<file path="src/rtl/tde_pkg.sv">
`timescale 1ns/1ps
package tde_pkg;
    // stride of the built-in counter program
    localparam int unsigned COUNT_STEP = 3;
    // input bit that gates advancing in the built-in program
    localparam int unsigned ADV_BIT = 0;
endpackage

</file>
<file path="src/rtl/tde_sample_reg.sv">
`timescale 1ns/1ps
module tde_sample_reg #(
    parameter int W = 1
) (
    input  logic         clk,
    input  logic         rst,
    input  logic [W-1:0] d,
    output logic [W-1:0] q
);
    always_ff @(posedge clk) begin
        if (rst) q <= '0;
        else     q <= d;
    end
endmodule

</file>
<file path="src/rtl/tde_table_store.sv">
`timescale 1ns/1ps
module tde_table_store #(
    parameter int ST_W  = 3,
    parameter int IN_W  = 1,
    parameter int OUT_W = 3
) (
    input  logic                     clk,
    input  logic                     rst,
    input  logic                     wr_en,
    input  logic [ST_W+IN_W-1:0]     wr_addr,
    input  logic [ST_W+OUT_W-1:0]    wr_data,
    input  logic [ST_W+IN_W-1:0]     rd_addr,
    output logic [ST_W+OUT_W-1:0]    rd_data
);
    localparam int ADDR_W = ST_W + IN_W;
    localparam int WORD_W = ST_W + OUT_W;
    localparam int DEPTH  = 1 << ADDR_W;

    // built-in program: advance by the stride when the gating input bit is set
    function automatic logic [WORD_W-1:0] dflt_word(int unsigned idx);
        int unsigned st_v;
        int unsigned adv;
        int unsigned nxt;
        st_v = idx >> IN_W;
        adv  = (((idx >> tde_pkg::ADV_BIT) & 1) != 0) ? tde_pkg::COUNT_STEP : 0;
        nxt  = (st_v + adv) % (1 << ST_W);
        return {ST_W'(nxt), OUT_W'(nxt)};
    endfunction

    function automatic logic [DEPTH*WORD_W-1:0] dflt_image();
        logic [DEPTH*WORD_W-1:0] img;
        img = '0;
        for (int i = 0; i < DEPTH; i++) img[i*WORD_W +: WORD_W] = dflt_word(i);
        return img;
    endfunction

    localparam logic [DEPTH*WORD_W-1:0] DFLT_IMAGE = dflt_image();

    logic [WORD_W-1:0]       cells [DEPTH];
    logic [DEPTH*WORD_W-1:0] image;

    // storage changes only while reset is sampled high
    always_ff @(posedge clk) begin
        if (rst) begin
            for (int i = 0; i < DEPTH; i++) begin
                if (!wr_en)
                    cells[i] <= DFLT_IMAGE[i*WORD_W +: WORD_W];
                else if (wr_addr == ADDR_W'(i))
                    cells[i] <= wr_data;
            end
        end
    end

    always_comb begin
        for (int i = 0; i < DEPTH; i++) image[i*WORD_W +: WORD_W] = cells[i];
    end

    assign rd_data = cells[rd_addr];


    table_frozen_chk: assert property (@(posedge clk) disable iff (rst)
        !$past(rst) |-> $stable(image));


    default_reload_chk: assert property (@(posedge clk)
        (rst && !wr_en) |=> (image == DFLT_IMAGE));


    word_write_chk: assert property (@(posedge clk)
        (rst && wr_en) |=> (cells[$past(wr_addr)] == $past(wr_data)));
endmodule

</file>
<file path="src/rtl/tde_engine.sv">
`timescale 1ns/1ps
module tde_engine #(
    parameter int ST_W  = 3,
    parameter int IN_W  = 1,
    parameter int OUT_W = 3
) (
    input  logic                  clk,
    input  logic                  rst,
    input  logic [IN_W-1:0]       in_bits,
    input  logic                  wr_en,
    input  logic [ST_W+IN_W-1:0]  wr_addr,
    input  logic [ST_W+OUT_W-1:0] wr_data,
    output logic [ST_W-1:0]       cur_state,
    output logic [OUT_W-1:0]      out_bits
);
    localparam int ADDR_W = ST_W + IN_W;
    localparam int WORD_W = ST_W + OUT_W;

    logic [IN_W-1:0]   in_q;
    logic [ST_W-1:0]   st_q;
    logic [OUT_W-1:0]  out_q;
    logic [ADDR_W-1:0] tbl_addr;
    logic [WORD_W-1:0] tbl_word;

    tde_sample_reg #(.W(IN_W)) in_buf_i (
        .clk (clk),
        .rst (rst),
        .d   (in_bits),
        .q   (in_q)
    );

    assign tbl_addr = {st_q, in_q};

    tde_table_store #(.ST_W(ST_W), .IN_W(IN_W), .OUT_W(OUT_W)) table_i (
        .clk     (clk),
        .rst     (rst),
        .wr_en   (wr_en),
        .wr_addr (wr_addr),
        .wr_data (wr_data),
        .rd_addr (tbl_addr),
        .rd_data (tbl_word)
    );

    // state register
    always_ff @(posedge clk) begin
        if (rst) st_q <= '0;
        else     st_q <= tbl_word[WORD_W-1 -: ST_W];
    end

    // output register
    always_ff @(posedge clk) begin
        if (rst) out_q <= '0;
        else     out_q <= tbl_word[OUT_W-1:0];
    end

    assign cur_state = st_q;
    assign out_bits  = out_q;


    reset_clear_chk: assert property (@(posedge clk)
        rst |=> (st_q == '0 && in_q == '0 && out_q == '0));
endmodule

</file>
<file path="config.mk">
export PLATFORM = sky130hd
export DESIGN_NAME = tde_engine
export DESIGN_NICKNAME = d
export VERILOG_FILES = /design/src/rtl/tde_pkg.sv /design/src/rtl/tde_sample_reg.sv /design/src/rtl/tde_table_store.sv /design/src/rtl/tde_engine.sv
export SDC_FILE = /design/constraint.sdc
export NUM_CORES = 1
export LEC_CHECK = 0
export BUFFER_PORTS_ARGS = -buffer_cell sky130_fd_sc_hd__buf_2
export CAP_MARGIN = 5
export CORE_AREA = 2 2 142 144
export CTS_BUF_LIST = sky130_fd_sc_hd__clkbuf_8
export CTS_CLUSTER_SIZE = 8
export DETAILED_ROUTE_END_ITERATION = 10
export DIE_AREA = 0 0 144 146
export PLACE_DENSITY_LB_ADDON = 0.3
export SLEW_MARGIN = 20
export SYNTH_ARGS = -nofsm -noshare
export SYNTH_HDL_FRONTEND = slang
export SYNTH_SLANG_ARGS = --single-unit
</file>
<file path="constraint.sdc">
create_clock -name clk -period 4.6 [get_ports clk]
set_input_delay 0.46 -clock clk [delete_from_list [all_inputs] [get_ports clk]]
set_output_delay 0.46 -clock clk [all_outputs]
set_load 0.05 [all_outputs]
</file>
==> reports/metrics.yaml <==
synth.avg_cell_area_sq_um: 14.1
fillerInstances: 1978
synth.area.top_cells: "edfxtp_1 (60%), mux4_1 (9.9%), mux2i_1 (3.8%)"
synth_flop_cell: "edfxtp_1"
routed_wl_um: 11600
min_path_type: "primary input to flip-flop"
switching_share_pct: 30.8
finalWeightedCongestion: 0.758
synth-seq-cells: 103
seq_area_frac_synth_pct: 63.4
port_buffers: 19
postCtsSetupBuffers: 0
critPathLaunchType: "primary input"
maxSlewHeadroom_pct: 38.4
drtIter0Drc: 253
row_count: 51
clockRootBuffer: "clkbuf_8"
dp.cells: 599
synthCells: 339
crit_required_ps: 4660
synth_top_cell_by_area: "edfxtp_1"
hpwl_um: 7970
p_per_area_mw_per_mm2: 414
switching_power_uw: 669
seq_power_share_pct: 54.0
maxCapViolations: 0
antenna_cells: 0
synth_nets: 353
cts_sinks: 103
antenna_found_initial: 0
worst_slew_pin_slew_ps: 916
worstSkewPairLatency_ps: 390
path_class: "primary input to flip-flop"
clk_pin_slew_ps: 90
fp.coreArea_sq_mm: 0.0193
p_leak_uw: 0.00175
cts_tree: "yes"
r2r-start: "cur_state[1]"
cp.arrival_ps: 2370
clkPwrFrac_pct: 24.7
clockBufferDepth: 2
die_h_um: 146
cts_made_buffers: 9
synth-edff-count: 96
grt_pass1_wl_um: 17600
setup_violations: 0
ys_top_cells_by_count: "edfxtp_1 (96), nand2_1 (30), or3_1 (28)"
internal-power_uw: 1500
grt_max_degree: 26
synthArstFlopShare_pct: 0
yosysMostFrequentCell: "edfxtp_1"
critPathMaxFanout: 16
hp-start: "in_bits"
htree_levels: 3
post-route-min-period_ps: 2310
drt-wirelength-per-cell_um: 18.9
drive_gt1_share_pct: 10.3
syn_area_sq_mm: 0.00477
yosysTopAreaCellShare_pct: 60.4
fin_nets: 359
grt_pass1_vias: 2927
clock.fmax_mhz: 432
vias: 2779
ys_warn_count: 0
cp-end-kind: "flip-flop"
grt-ovfl-total: 0
num_io_pins: 20
status: "completed"
cts_resized: 0
skew_ps: 15.9
grt_use_total_pct: 11.7
hold_buffers: 0
start_util_pct: 24.7
instances_no_fill: 615
slew_violations: 0
die-area_sq_mm: 0.0210
syn2layout_area_growth_pct: 9.99
firstDrtPassIters: 4
worstSetupStartpoint: "wr_addr[3]"
die_w_um: 144
finalHoldViolCount: 0
rsz0062_at_grt: "no"
via_per_inst: 4.52
period_share_pct: 50.3
ir_worst_vdd_v: 0.000155
synth_cell_types: 34
drc_errors: 0
tns_ps: 0
combinationalPowerShare_pct: 21.4
drtAntennaViolNets: 0
## cells by family (layout without fill, tap and decap cells)
family / count (synthesis) / in the layout / synth area share, %
and+or+nand+nor: 146 / 146 / 16.4
DFF: 103 / 103 / 63.4
muxes: 37 / 37 / 14.2
buffers and inverters: 30 / 41 / 3.28
AOI/OAI and AO/OA: 23 / 23 / 2.75
## stage by stage
stage / setup slack (ps) / util, % / hold slack [ps] / power [uW] / area [sq um]
after CTS: 2320 / 27.1 / 275 / 2190 / 5250
after detailed placement: 1900 / 26.2 / 678 / 1670 / 5070
after global routing: 2100 / 27.1 / 299 / 2250 / 5250
after floorplan: 2600 / - / 567 / 1500 / 4770
after global placement: 1980 / 26.2 / 679 / 1660 / 5070
final: 2290 / 27.1 / 290 / 2170 / 5250
## power by group through the flow
| stage | logic, uW | clock network (uW) | registers [uW] |
|---|---|---|---|
| global placement | 464 | 0 | 1190 |
| CTS | 470 | 546 | 1170 |
| global route | 494 | 577 | 1180 |
| floorplan | 274 | 0 | 1230 |
| finish | 464 | 536 | 1170 |
| detailed placement | 469 | 0 | 1200 |
## worst max-delay path, stage by stage
cell and delay, ps:
buf_2 130, nand4b_1 570, nor3_1 790, inv_1 160
nand2_1 250
## final timing paths
check / endpoint / slack [ps] / cells past startpoint
min: in_buf_i.q / 290 / 2
max reg2reg: out_bits[1] / 2440 / 4
max: table_i.cells[4][5] / 2290 / 5
min reg2reg: cur_state[1] / 710 / 2
## layer usage
| layer | part of all wire (%) | vias up | global-route usage [%] |
|---|---|---|---|
| li1 | - | 1290 | - |
| met1 | 45 | 1409 | 15.5 |
| met2 | 49 | 68 | 18.9 |
| met3 | 4.7 | 12 | 3.46 |
| met4 | 0.98 | 0 | 2.50 |
| met5 | 0 | - | 0 |
## sequential cells by signal, summed over array words and instances, names as in the netlist
register / cells
table_i.cells: 96
cur_state: 3
out_bits: 3
in_buf_i.q: 1
## layout make-up
type / count / area [sq um] / share of cell area, %
well taps: 265 / 332 / 6.32
repair buffers: 21 / 110 / 2.10
flip-flops and latches: 103 / 3020 / 57.6
multi-input cells: 206 / 1590 / 30.3
clock inverters: 7 / 52.6 / 1.00
clock buffers: 9 / 124 / 2.36
inverters: 4 / 15.0 / 0.286
## cell usage in the layout, fill, tap and decap left out, types with 9 or more instances in the layout
cell type and n:
edfxtp_1 96, nand2_1 30, or3_1 28, and2_1 24
nor2_1 20, buf_2 19, mux4_1 18, mux2i_1 18
nor3_1 13, o21ai_0 12, and3_1 10, nand2b_1 9
inv_1 9, clkbuf_8 9
Note: power is estimated with default switching activity, not from simulation.
